**src/rtl/pingpong_commit_pkg.sv**
```systemverilog
package pingpong_commit_pkg;
  // Strobes from control to datapath.
  typedef struct packed {
    logic wrEn;
    logic wrSel;
    logic rdEn;
    logic rdSel;
    logic rdLast;
  } ctlStrb_t;
endpackage

```
**src/rtl/pingpong_commit_ctrl.sv**
```systemverilog
module pingpong_commit_ctrl
  import pingpong_commit_pkg::*;
#(
  parameter int BUF_BYTES = 64,
  parameter int MAX_PKT   = 16,
  localparam int AW = $clog2(BUF_BYTES),
  localparam int CW = $clog2(BUF_BYTES + 1),
  localparam int PW = $clog2(MAX_PKT + 1)
) (
  input  logic          clk,
  input  logic          rstN,
  input  logic          inValid,
  input  logic          inEmpty,
  input  logic          inLast,
  output logic          inReady,
  input  logic          rdEn,
  output logic          outNotEmpty,
  output ctlStrb_t      strb,
  output logic [AW-1:0] wrAddr,
  output logic [AW-1:0] rdAddr
);
  logic          wrSel, rdSel;
  logic [1:0]    committed;
  logic [CW-1:0] fill;
  logic [CW-1:0] count [2];
  logic [PW-1:0] pktCnt;
  logic [AW-1:0] rdPtr;

  logic accept, dataBeat, zlpHit, fullHit, shortHit, commit;
  logic rdGo, zeroDrain, byteRead, lastRead, releaseBuf;
  logic [CW-1:0] fillNext, curCount, rdPtrNext;
  logic [PW-1:0] pktNext;

  assign inReady     = !committed[wrSel];
  assign outNotEmpty = committed[rdSel];

  // Producer side commit decision
  always_comb begin
    accept   = inValid && inReady;
    dataBeat = accept && !inEmpty;
    zlpHit   = accept && inEmpty;
    fillNext = fill + CW'(1);
    pktNext  = pktCnt + PW'(1);
    fullHit  = dataBeat && (fillNext == CW'(BUF_BYTES));
    shortHit = dataBeat && inLast && (pktNext < PW'(MAX_PKT));
    commit   = fullHit || shortHit || zlpHit;
  end

  // Consumer side drain decision
  always_comb begin
    curCount   = count[rdSel];
    rdPtrNext  = CW'(rdPtr) + CW'(1);
    rdGo       = rdEn && committed[rdSel];
    zeroDrain  = rdGo && (curCount == '0);
    byteRead   = rdGo && (curCount != '0);
    lastRead   = byteRead && (rdPtrNext == curCount);
    releaseBuf = zeroDrain || lastRead;
  end

  always_ff @(posedge clk) begin
    if (!rstN) begin
      wrSel     <= 1'b0;
      rdSel     <= 1'b0;
      committed <= '0;
      fill      <= '0;
      pktCnt    <= '0;
      rdPtr     <= '0;
      for (int i = 0; i < 2; i++) count[i] <= '0;
    end else begin
      if (commit) begin
        committed[wrSel] <= 1'b1;
        count[wrSel]     <= dataBeat ? fillNext : fill;
        fill             <= '0;
        wrSel            <= ~wrSel;
      end else if (dataBeat) begin
        fill <= fillNext;
      end

      if (dataBeat)    pktCnt <= inLast ? '0 : pktNext;
      else if (zlpHit) pktCnt <= '0;

      if (byteRead) rdPtr <= lastRead ? '0 : rdPtr + AW'(1);

      if (releaseBuf) begin
        committed[rdSel] <= 1'b0;
        rdSel            <= ~rdSel;
      end
    end
  end

  always_comb begin
    strb.wrEn   = dataBeat;
    strb.wrSel  = wrSel;
    strb.rdEn   = byteRead;
    strb.rdSel  = rdSel;
    strb.rdLast = lastRead;
    wrAddr      = fill[AW-1:0];
    rdAddr      = rdPtr;
  end

  // no buffer free means the producer is stalled
  a_r8_stall_when_both: assert property (@(posedge clk) disable iff (!rstN)
    (committed == 2'b11) |-> !inReady);
  // a full-size packet that does not fill the buffer keeps ownership
  a_r2_full_pkt_silent: assert property (@(posedge clk) disable iff (!rstN)
    (dataBeat && inLast && !shortHit && !fullHit) |=> (wrSel == $past(wrSel)));
  // a short packet hands its buffer over
  a_r3_short_commit: assert property (@(posedge clk) disable iff (!rstN)
    shortHit |=> ((wrSel != $past(wrSel)) && committed[$past(wrSel)]));
  // flag holds until the buffer is released
  a_r6_flag_hold: assert property (@(posedge clk) disable iff (!rstN)
    (outNotEmpty && !releaseBuf) |=> outNotEmpty);
  // drains alternate between buffers
  a_r9_alternate: assert property (@(posedge clk) disable iff (!rstN)
    releaseBuf |=> (rdSel != $past(rdSel)));
  // a recorded count never exceeds the buffer
  a_r5_count_bound: assert property (@(posedge clk) disable iff (!rstN)
    outNotEmpty |-> (curCount <= CW'(BUF_BYTES)));
endmodule

```
**src/rtl/pingpong_commit_dp.sv**
```systemverilog
module pingpong_commit_dp
  import pingpong_commit_pkg::*;
#(
  parameter int DW        = 8,
  parameter int BUF_BYTES = 64,
  localparam int AW    = $clog2(BUF_BYTES),
  localparam int DEPTH = 2 * BUF_BYTES
) (
  input  logic          clk,
  input  logic          rstN,
  input  ctlStrb_t      strb,
  input  logic [AW-1:0] wrAddr,
  input  logic [AW-1:0] rdAddr,
  input  logic [DW-1:0] inData,
  output logic [DW-1:0] rdData,
  output logic          rdValid,
  output logic          rdLast
);
  logic [DW-1:0] mem [DEPTH];

  always_ff @(posedge clk) begin
    if (strb.wrEn) mem[{strb.wrSel, wrAddr}] <= inData;
    if (strb.rdEn) rdData <= mem[{strb.rdSel, rdAddr}];
  end

  always_ff @(posedge clk) begin
    if (!rstN) begin
      rdValid <= 1'b0;
      rdLast  <= 1'b0;
    end else begin
      rdValid <= strb.rdEn;
      rdLast  <= strb.rdLast;
    end
  end

  // returned bytes follow a read one cycle earlier
  a_r5_valid_after_read: assert property (@(posedge clk) disable iff (!rstN)
    rdValid |-> $past(strb.rdEn));
  // the end marker only rides on a valid byte
  a_r5_last_with_valid: assert property (@(posedge clk) disable iff (!rstN)
    rdLast |-> rdValid);
endmodule

```
**src/rtl/pingpong_commit.sv**
```systemverilog
module pingpong_commit
  import pingpong_commit_pkg::*;
#(
  parameter int DW        = 8,
  parameter int BUF_BYTES = 64,
  parameter int MAX_PKT   = 16,
  localparam int AW = $clog2(BUF_BYTES)
) (
  input  logic          clk,
  input  logic          rstN,
  input  logic          inValid,
  output logic          inReady,
  input  logic [DW-1:0] inData,
  input  logic          inLast,
  input  logic          inEmpty,
  input  logic          rdEn,
  output logic [DW-1:0] rdData,
  output logic          rdValid,
  output logic          rdLast,
  output logic          outNotEmpty
);
  ctlStrb_t      strb;
  logic [AW-1:0] wrAddr, rdAddr;

  pingpong_commit_ctrl #(.BUF_BYTES(BUF_BYTES), .MAX_PKT(MAX_PKT)) u_ctrl (
    .clk(clk), .rstN(rstN), .inValid(inValid), .inEmpty(inEmpty), .inLast(inLast),
    .inReady(inReady), .rdEn(rdEn), .outNotEmpty(outNotEmpty), .strb(strb),
    .wrAddr(wrAddr), .rdAddr(rdAddr)
  );

  pingpong_commit_dp #(.DW(DW), .BUF_BYTES(BUF_BYTES)) u_dp (
    .clk(clk), .rstN(rstN), .strb(strb), .wrAddr(wrAddr), .rdAddr(rdAddr),
    .inData(inData), .rdData(rdData), .rdValid(rdValid), .rdLast(rdLast)
  );
endmodule

```
**config.mk**
```make
export PLATFORM = sky130hd
export DESIGN_NAME = pingpong_commit
export DESIGN_NICKNAME = d
export VERILOG_FILES = /design/src/rtl/pingpong_commit_pkg.sv /design/src/rtl/pingpong_commit_ctrl.sv /design/src/rtl/pingpong_commit_dp.sv /design/src/rtl/pingpong_commit.sv
export SDC_FILE = /design/constraint.sdc
export NUM_CORES = 1
export LEC_CHECK = 0
export ABC_CLOCK_PERIOD_IN_PS = 3800
export BUFFER_PORTS_ARGS = -buffer_cell sky130_fd_sc_hd__buf_2
export CAP_MARGIN = 20
export CORE_ASPECT_RATIO = 0.75
export CORE_MARGIN = 3
export CORE_UTILIZATION = 55
export DETAILED_ROUTE_END_ITERATION = 16
export PLACE_DENSITY_LB_ADDON = 0.2
export SYNTH_ARGS = -nofsm -noshare
export SYNTH_HDL_FRONTEND = slang
export SYNTH_SLANG_ARGS = --single-unit
```
**constraint.sdc**
```tcl
create_clock -name clk -period 3.8 [get_ports clk]
set_input_delay 0.38 -clock clk [delete_from_list [all_inputs] [get_ports clk]]
set_output_delay 0.38 -clock clk [all_outputs]
set_load 0.01 [all_outputs]
```
Word-level counts from Yosys, hierarchy flattened
Memories as Yosys holds them, arrays and structs flattened. A register that Yosys moved wholly into a read port is not among the register bits.
Cells that the tools add are included.
{"block": "word_totals", "memories": 2, "reg_bits": 24, "inputBits": 14, "ramBits": 1038, "out_inout_bits": 12}
{"name": "u_dp.mem", "words": 128, "width": 8, "rd": 1, "rd_clocked_by_memory_dff": 1, "wr": 1, "line": "pingpong_commit_dp.sv:19", "source": "logic [DW-1:0] mem [DEPTH];"}
{"name": "u_ctrl.count", "words": 2, "width": 7, "rd": 1, "rd_clocked_by_memory_dff": 1, "wr": 2, "line": "pingpong_commit_ctrl.sv:25", "source": "logic [CW-1:0] count [2];"}
{"block": "classes", "reduce_logical": 22, "eq_ne": 2, "n_bitwise": 6, "addsub": 4, "mux": 27, "n_lt_le_gt_ge": 5}
{"operator": "1-bit two-way mux", "n": 16}
{"operator": "5-bit two-way mux", "n": 3}
{"operator": "7-bit two-way mux", "n": 2}
{"operator": "1-bit logical AND", "n": 12}
{"operator": "6-bit by 1-bit adder with 7-bit output (second input constant)", "n": 1}
{"operator": "7-bit by 1-bit adder with 7-bit output (second input constant)", "n": 1}
{"operator": "7-bit == test", "n": 1}
{"operator": "7-bit == test (second input constant)", "n": 1}
{"operator": "7-bit logical NOT", "n": 1}
{"operator": "7-bit nonzero test", "n": 1}
{"operator": "7-bit OR reduction", "n": 1}
{"operator": "6-bit by 1-bit adder with 6-bit output (second input constant)", "n": 1}
{"operator": "2-bit two-way mux", "n": 3}
{"operator": "6-bit two-way mux", "n": 1}
{"operator": "5-bit by 1-bit adder with 5-bit output (second input constant)", "n": 1}
{"operator": "5-bit < comparator (second input constant)", "n": 1}
{"operator": "1-bit by 2-bit < comparator with 1-bit output (second input constant)", "n": 2}
{"operator": "1-bit logical OR", "n": 3}
{"operator": "1-bit inverter", "n": 3}
{"operator": "2-bit bitwise AND", "n": 1}
{"operator": "1-bit demux with 1-bit select", "n": 2}
{"operator": "1-bit greater-or-equal comparator (second input constant)", "n": 2}
{"operator": "1-bit logical NOT", "n": 2}
{"operator": "2-bit inverter", "n": 1}
{"operator": "3 further kinds", "n": 3}

Longest topological paths before layout
Gate-level depths: netlist of the first run.
{"block": "depth", "ltp_word": 14, "depth_mapped": 9}

By module
From an unflattened synthesis of the first run, not the netlist that was laid out.
{"block": "unflattened", "hier_cells": 1874, "hier_area_um2": 41954.0}
{"module": "pingpong_commit_dp", "cells_each": 1639, "area_per_inst_um2": 39795.7, "seq_area_each_um2": 31029.8, "instances": 1}
{"module": "pingpong_commit_ctrl", "cells_each": 235, "area_per_inst_um2": 2158.3, "seq_area_each_um2": 880.8, "instances": 1}

Least setup slack after synthesis of the first run
Ideal clock, no wire load.
{"block": "synth_timing", "path_kind": "reg-to-reg", "from": "register u_ctrl.wrSel", "to": "memory u_dp.mem[110][0] (enable)", "path_stages_with_launch": 8, "required_time_ns": 3.430, "slack_ns": 1.192, "arrival_ns": 2.237, "path_buffers": 2, "cell_sequence": "dfxtp_1 > buf_2 > mux2i_1 > nand2_1 > nor2_2 > nand3_1 > clkbuf_1 > nor2_1"}
{"block": "synth_via", "elab_chain_len": 7}
{"element": "start: declaration", "line": "pingpong_commit_ctrl.sv:22", "source": "logic wrSel, rdSel;"}
{"element": "start signal: assignment", "line": "pingpong_commit_ctrl.sv:74", "source": "wrSel <= ~wrSel;"}
{"element": "1-bit two-way mux (implied by the code) (2 in a row)", "line": "pingpong_commit_ctrl.sv:34", "source": "assign inReady = !committed[wrSel];"}
{"element": "1-bit logical NOT", "line": "pingpong_commit_ctrl.sv:34"}
{"element": "named net inReady", "line": "pingpong_commit.sv:12", "source": "output logic inReady,"}
{"element": "1-bit logical AND", "line": "pingpong_commit_ctrl.sv:39", "source": "accept = inValid && inReady;"}
{"element": "1-bit logical AND", "line": "pingpong_commit_ctrl.sv:40", "source": "dataBeat = accept && !inEmpty;"}
{"element": "1-bit two-way mux", "line": "pingpong_commit_dp.sv:22", "source": "if (strb.wrEn) mem[{strb.wrSel, wrAddr}] <= inData;"}
{"element": "1-bit two-way mux (implied by the code)", "line": "pingpong_commit_dp.sv:22"}
{"element": "end: declaration", "line": "pingpong_commit_dp.sv:19"}
The timed path passes the listed nets, and every way through them passes these cells. The select of a mux whose other input is x is not followed.

==> out/qor.csv, run 1 <==
stage;metric;value;unit
status;status;finished, final reports clean;
logic_synthesis;avgSynthCellArea;22.2;µm²
grt;grt_start_max_net_pins;114;
logic_synthesis;ys_warn_count;0;
layout;syn_to_final_growth;11.7;%
worst_setup_path;critPathKind;register to register;
floorplanning;core;0.0742;mm²
grt;grt_pass1_vias;19900;
worst_setup_path;r2r_setup_slack;0.67;ns
clock_tree;insertion_delay;0.67;ns
clock_tree;cts_setup_buffers;0;
drt;wirelength;96300;µm
worst_setup_path;cp_common_cell;mux4_2;
placed_design;portBuffers;25;
timing;drv_slew;0;
drt;antenna_left;0;
logic_synthesis;synth_top_flop_cell;edfxtp_1;
floorplanning;num_rows;86;
drt;first_iter_violations;2799;
flow_run;drv_cap;0;
grt;grt_pass1_wl;142000;µm
clock_tree;cts.path.max_buffers;3;
hold_path;whs_path_depth;3;
power;leakage;13.9;nW
logic_synthesis;synthTopCellsByCount;edfxtp_1 (1,046), mux4_2 (320), nor2_1 (169);
worst_setup_path;worst_path_max_delay_cell;mux4_2;
hold_path;hold_path.class;input port to register;
layout;fin_nets;2005;
drt;routedWlPerCell;31.7;µm
logic_synthesis;synth_top_cell_by_area;edfxtp_1;
placed_design;hpwl;60100;µm
floorplanning;die_w;324;µm
floorplanning;chipHeight;244;µm
layout;fill_cells;4925;
timing;finalSetupTns;0;ns
worst_setup_path;cp_data_arrival_time;3.50;ns
layout;ff_latch_area;0.0319;mm²
timing;slew_headroom;26.8;%
clock_tree;hold_buffers;0;
hold_path;min_from;rstN;
floorplanning;ios;26;
logic_synthesis;netlist_instances;1879;
drt;drc;0;
logic_synthesis;synth_compound_area_share;1.23;%
grt;grt_antenna_before_repair;3;
logic_synthesis;synthAdderAreaFrac;0.120;%
drt;via_count;20100;
clock_tree;numCtsBuffers;99;
worst_setup_path;r2r_cells;5;
power;power_density;515;mW/mm²
logic_synthesis;ys_seq_elements;1071;
clock_tree;htreeDepth;3;
layout;insertedDiodeCount;0;
timing;finalSetupViolations;0;
floorplanning;fp.dieArea;0.0791;mm²
timing;worstMarginPinSlew;1.10;ns
logic_synthesis;synth_seq_area_share;76.6;%
logic_synthesis;synth-xor-area-share;0.294;%
hold_path;whs_endpoint;u_ctrl.committed[0];
power;vdd_drop_max;376;µV
worst_setup_path;worstPathCellList;buf_4 -> mux4_2 -> mux4_2 -> o22ai_1 -> nor4_1;
logic_synthesis;synth-simple-area-share;2.97;%
logic_synthesis;synth_edf_count;1046;
drt;first_pass_iters;5;
worst_setup_path;cp-end-kind;register;
clock_tree;post_cts_resized;0;
logic_synthesis;synth_nets;1897;
clock_tree;cts_tree;done;
worst_setup_path;cp.required;4.17;ns
timing;fin_ws;0.670;ns
worst_setup_path;critPathLaunch;u_ctrl.rdAddr[0];
grt;track_usage;25.1;%
logic_synthesis;yosys.cell_count.top_type;edfxtp_1;
timing;fmax;0.320;GHz
timing;finClkSkew;0.0330;ns
drt;viasPerCell;6.61;
floorplanning;initial_core_util;56.1;%
logic_synthesis;synth_top_family_by_area;multiplexers;
timing;period_needed;3.13;ns
timing;fin_crit_sh;82.4;%
layout;drive_above_1_share;27.7;%
grt;grt.overflow.total;0;
logic_synthesis;ys_top_cells_by_area;edfxtp_1 (75%), mux4_2 (17%), nor2_1 (1.5%), dfxtp_1 (1.2%), o22ai_1 (0.51%);
placed_design;finalWeightedCongestion;0.816;
worst_setup_path;reg2reg_from;u_ctrl.rdAddr[0];
logic_synthesis;muxShareOfSynthArea;17.6;%
clock_tree;cts-root-buf;clkbuf_16;
power;power;24.0;mW
logic_synthesis;async_flop_share;0;%
worst_setup_path;startpoint_type;register;
worst_setup_path;r2r_end;u_dp.rdData[4];
logic_synthesis;syn_area;0.0417;mm²
timing;hold_viol_final;0;
logic_synthesis;yosys.cell_types.count;56;
placed_design;dpl_worst_slack;0.707;ns
clock_tree;clk_pin_slew;0.07;ns
timing;holdWs;0.103;ns
layout;multi_input_area;0.00925;mm²
logic_synthesis;synth_top_area_share;75.4;%
clock_tree;cts_sinks;1071;
worst_setup_path;worst-path-max-fanout;25;
timing;rsz0062_at_grt;false;
worst_setup_path;critPathMaxStageDelay;0.60;ns
==> metal layers <==
layer | up-vias | share of wire, % | global-route usage [%]
met2 | 1079 | 45 | 35.4
li1 | 8168 | - | -
met3 | 141 | 10 | 6.14
met1 | 10700 | 43 | 40.2
met5 | - | 0.014 | 0
met4 | 2 | 1.9 | 5.65
==> through the flow <==
stage / std cells / utilization (%) / area, µm²
after floorplan: 1879 / - / 41700
after global placement: 2852 / 58.4 / 43300
after detailed placement: 2852 / 58.4 / 43300
after CTS: 3032 / 62.6 / 46500
after global routing: 3034 / 62.7 / 46500
final: 3034 / 62.7 / 46500
==> layout by cell type, fill, tap and decap left out, drive strengths merged, types with 9 or more instances in the layout <==
master and n:
clkbuf 120, clkinv 41, o22ai 34, nand3 26, nand2 34, nor4 12
inv 9, a21oi 13, mux4 320, edfxtp 1046, bufinv 10, dfxtp 25
nor2 170, buf 104
==> worst max-delay path, delay by kind of cell, from the launching register on <==
family                 cells  cell delay [ns]
multiplexers               2             1.07
buffers and inverters      1             0.51
AND/OR/NAND/NOR            1             0.14
AO/OA/AOI/OAI              1             0.55
flip-flops                 1             0.54
==> worst max-delay path by stage <==
stage | endpoint | slack (ns) | depth (start not counted)
global placement | u_dp.rdData[0] | 0.71 | 5
finish | u_dp.rdData[4] | 0.67 | 5
floorplan | u_dp.mem[110][0] | 1.19 | 7
detailed placement | u_dp.rdData[0] | 0.71 | 5
CTS | u_dp.rdData[1] | 0.70 | 5
global route | u_dp.rdData[1] | 0.60 | 5
==> power by group <==
group | leakage (nW) | internal [mW] | switching [mW]
Clock | 1.54 | 5.54 | 4.21
Sequential | 9.63 | 13.0 | 0.0460
Combinational | 2.73 | 0.503 | 0.684
Total | 13.9 | 19.0 | 4.94
==> final cells by class <==
cell class | instances | area share (%)
sequential | 1071 | 68.6
timing repair buffer | 104 | 2.09
clock buffer | 120 | 5.58
clock inverter | 60 | 1.21
tap | 968 | 2.60
inverter | 4 | 0.0323
multi-input combinational | 707 | 19.9
==> flip-flops by register name, summed over array words and instances (netlist names), named ones only <==
register / count
u_ctrl.committed: 2
u_ctrl.count: 14
u_ctrl.fill: 7
u_ctrl.pktCnt: 5
u_ctrl.rdAddr: 6
u_ctrl.rdSel: 1
u_ctrl.wrSel: 1
u_dp.mem: 1024
u_dp.rdData: 8
u_dp.rdLast: 1
u_dp.rdValid: 1
==> logic make-up after synthesis <==
family	Yosys count
multiplexers	331
adder cells (fa/ha/maj)	4
buffers and inverters	101
flip-flops	1071
AND/OR/NAND/NOR	282
AO/OA/AOI/OAI	76
XOR/XNOR	14
No activity file was read; power rests on OpenSTA's default activity.
==> inputs of run 2 (changes only) <==
- ABC_AREA: default -> 1
- ABC_CLOCK_PERIOD_IN_PS: 3800 -> 3000
- clock period: 3.8 -> 3 ns (I/O delays scaled with it)
==> run 2 against run 1 <==
Via count grew 50%. Non-clock buffer count rose by 149. Register-to-register slack got worse by 0.29 ns. Global-route usage grew 2.4 points. Critical endpoint is now u_ctrl.pktCnt[0]. Die area increased by 6.2%. Cell count grew 68%. Largest cell class unchanged.
==> out/qor.csv, run 2 <==
stage;metric;value;unit
status;status;finished, final reports clean;
logic_synthesis;synth_top_area_share;70.9;%
logic_synthesis;yosys.cell_count.top_type;nand2_1;
worst_setup_path;path_buf_inv;4;
layout;drive_above_1_share;10.5;%
timing;finalSetupViolations;0;
floorplanning;initial_core_util;55.9;%
worst_setup_path;cp_top_family;buffers and inverters;
logic_synthesis;yosys.cell_types.count;34;
flow_run;drv_cap;0;
floorplanning;chipHeight;252;µm
timing;slew_headroom;36.2;%
grt;track_usage;27.5;%
grt;grt.overflow.total;0;
timing;worstMarginPinSlew;0.957;ns
power;vdd_drop_max;709;µV
worst_setup_path;cp-end-kind;register;
timing;drv_slew;0;
floorplanning;fp.dieArea;0.0840;mm²
drt;wirelength;116000;µm
layout;fill_cells;6054;
logic_synthesis;synth_top_cell_by_area;edfxtp_1;
logic_synthesis;ys_seq_elements;1071;
clock_tree;clk_pin_slew;0.07;ns
floorplanning;core;0.0793;mm²
layout;final_common_cell;nand2_1;
clock_tree;numCtsBuffers;102;
worst_setup_path;cp_data_arrival_time;3.24;ns
grt;grt_antenna_before_repair;2;
clock_tree;insertion_delay;0.67;ns
placed_design;placed_area;0.0465;mm²
worst_setup_path;startpoint_type;register;
placed_design;hpwl;66500;µm
floorplanning;die_w;334;µm
logic_synthesis;synthTopCellsByCount;nand2_1 (1,302), edfxtp_1 (1,046), nand3_1 (952);
clock_tree;htreeDepth;3;
logic_synthesis;synth_edf_count;1046;
worst_setup_path;cp.required;3.62;ns
floorplanning;num_rows;89;
clock_tree;cts_sinks;1071;
floorplanning;ios;26;
grt;grt_pass1_vias;27900;
placed_design;portBuffers;25;
drt;viasPerCell;5.88;
placed_design;placed_cells;4908;
timing;fin_crit_sh;87.4;%
clock_tree;cts-root-buf;clkbuf_16;
logic_synthesis;syn_area;0.0443;mm²
clock_tree;cts.path.max_buffers;3;
drt;via_count;30000;
worst_setup_path;worstPathCellList;inv_2 -> nand2_1 -> nand3_2 -> nor2_4 -> buf_4 -> inv_1 -> nor2_2 -> nor2_1 -> a311oi_1 -> dlygate4sd3_1;
timing;hold_viol_final;0;
timing;finClkSkew;0.0256;ns
power;power;31.3;mW
logic_synthesis;synth_seq_area_share;72.0;%
drt;first_pass_iters;6;
timing;period_needed;2.62;ns
hold_path;hold_path.class;input port to register;
clock_tree;post_cts_resized;0;
layout;largest_reg_flops;1024;
worst_setup_path;critPathMaxStageDelay;0.57;ns
power;leakage;18.0;nW
timing;rsz0062_at_grt;false;
timing;fmax;0.382;GHz
layout;reg_top3;u_dp.mem x1024, u_ctrl.count x14, u_dp.rdData x8;
placed_design;dpl_worst_slack;0.540;ns
worst_setup_path;critPathKind;register to register;
timing;holdWs;0.0668;ns
drt;first_iter_violations;4142;
drt;routedWlPerCell;22.7;µm
timing;finalSetupTns;0;ns
layout;insertedDiodeCount;0;
timing;fin_ws;0.379;ns
layout;final_cell_mix;nand2_1 (1,302), edfxtp_1 (1,046), nand3_1 (952), buf_4 (195), nor2_1 (181);
grt;grt_pass1_wl;174000;µm
logic_synthesis;netlist_instances;3856;
worst_setup_path;worst-path-max-fanout;11;
worst_setup_path;worst_path_max_delay_cell;dlygate4sd3_1;
logic_synthesis;ys_top_cells_by_area;edfxtp_1 (71%), nand2_1 (11%), nand3_1 (11%), buf_2 (1.5%), nor2_1 (1.5%);
logic_synthesis;synth_top_flop_cell;edfxtp_1;
clock_tree;cts_tree;done;
layout;final_cells;5103;
layout;fin_nets;3990;
logic_synthesis;synth_nets;3874;
drt;antenna_left;0;
layout;largest_register;u_dp.mem;
layout;syn_to_final_growth;12.6;%
drt;drc;0;
placed_design;finalWeightedCongestion;0.839;
logic_synthesis;avgSynthCellArea;11.5;µm²
layout;utilization;62.9;%
grt;grt_start_max_net_pins;150;
logic_synthesis;ys_warn_count;0;
layout;stdcell_area;0.0499;mm²
power;power_density;627;mW/mm²
logic_synthesis;async_flop_share;0;%
run 2: final timing paths:
kind / startpoint / end / slack (ns) / cells past startpoint
min reg2reg: u_ctrl.pktCnt[4] / u_ctrl.pktCnt[4] / 0.49 / 2
min: inData[0] / u_dp.mem[69][0] / 0.07 / 1
max reg2reg: u_ctrl.wrSel / u_ctrl.pktCnt[0] / 0.38 / 10
max: u_ctrl.wrSel / u_ctrl.pktCnt[0] / 0.38 / 10
run 2: logic make-up after synthesis:
family / share of synthesized area (%)
DFF: 72.0
and+or+nand+nor: 23.9
xor gates and xnor gates: 0.0791
adders and majority gates: 0.113
AOI/OAI and AO/OA: 0.398
buffers and inverters: 3.52
run 2: metal layers:
metal / GRT usage (%) / part of all wire, % / vias to the layer above
met3: 5.96 / 11 / 224
met4: 7.64 / 2.8 / 0
li1: - / - / 13800
met5: 0.784 / 0 / -
met1: 42.7 / 44 / 14400
met2: 39.2 / 43 / 1605
run 2: area by class of cell:
type                    instances  area, µm²  area share (%)
well taps                    1046       1310            2.62
clock inverters                54        509            1.02
clock buffers                 135       2830            5.67
inverters                      44        185           0.371
flip-flops and latches       1071      31900            64.0
multi-input cells            2500      10800            21.7
repair buffers                253       2310            4.63
run 2: worst reg2reg max path, stage by stage (launching register included):
cell,delay (ns)
dfxtp_1,0.50
inv_2,0.12
nand2_1,0.09
nand3_2,0.14
nor2_4,0.36
buf_4,0.21
inv_1,0.11
nor2_2,0.21
nor2_1,0.06
a311oi_1,0.19
dlygate4sd3_1,0.57
run 2: what timing repair did:
| item | 4_1_cts | 5_1_grt |
|---|---|---|
| setup buffers | 0 | 0 |
| endpoints found under the hold margin | 18 | 0 |
| hold buffers | 6 | 0 |
run 2: power by group:
| part | internal, mW | switching [mW] |
|---|---|---|
| Sequential | 16.5 | 0.0502 |
| Clock | 7.41 | 5.50 |
| Combinational | 0.487 | 1.40 |
| Total | 24.4 | 6.95 |
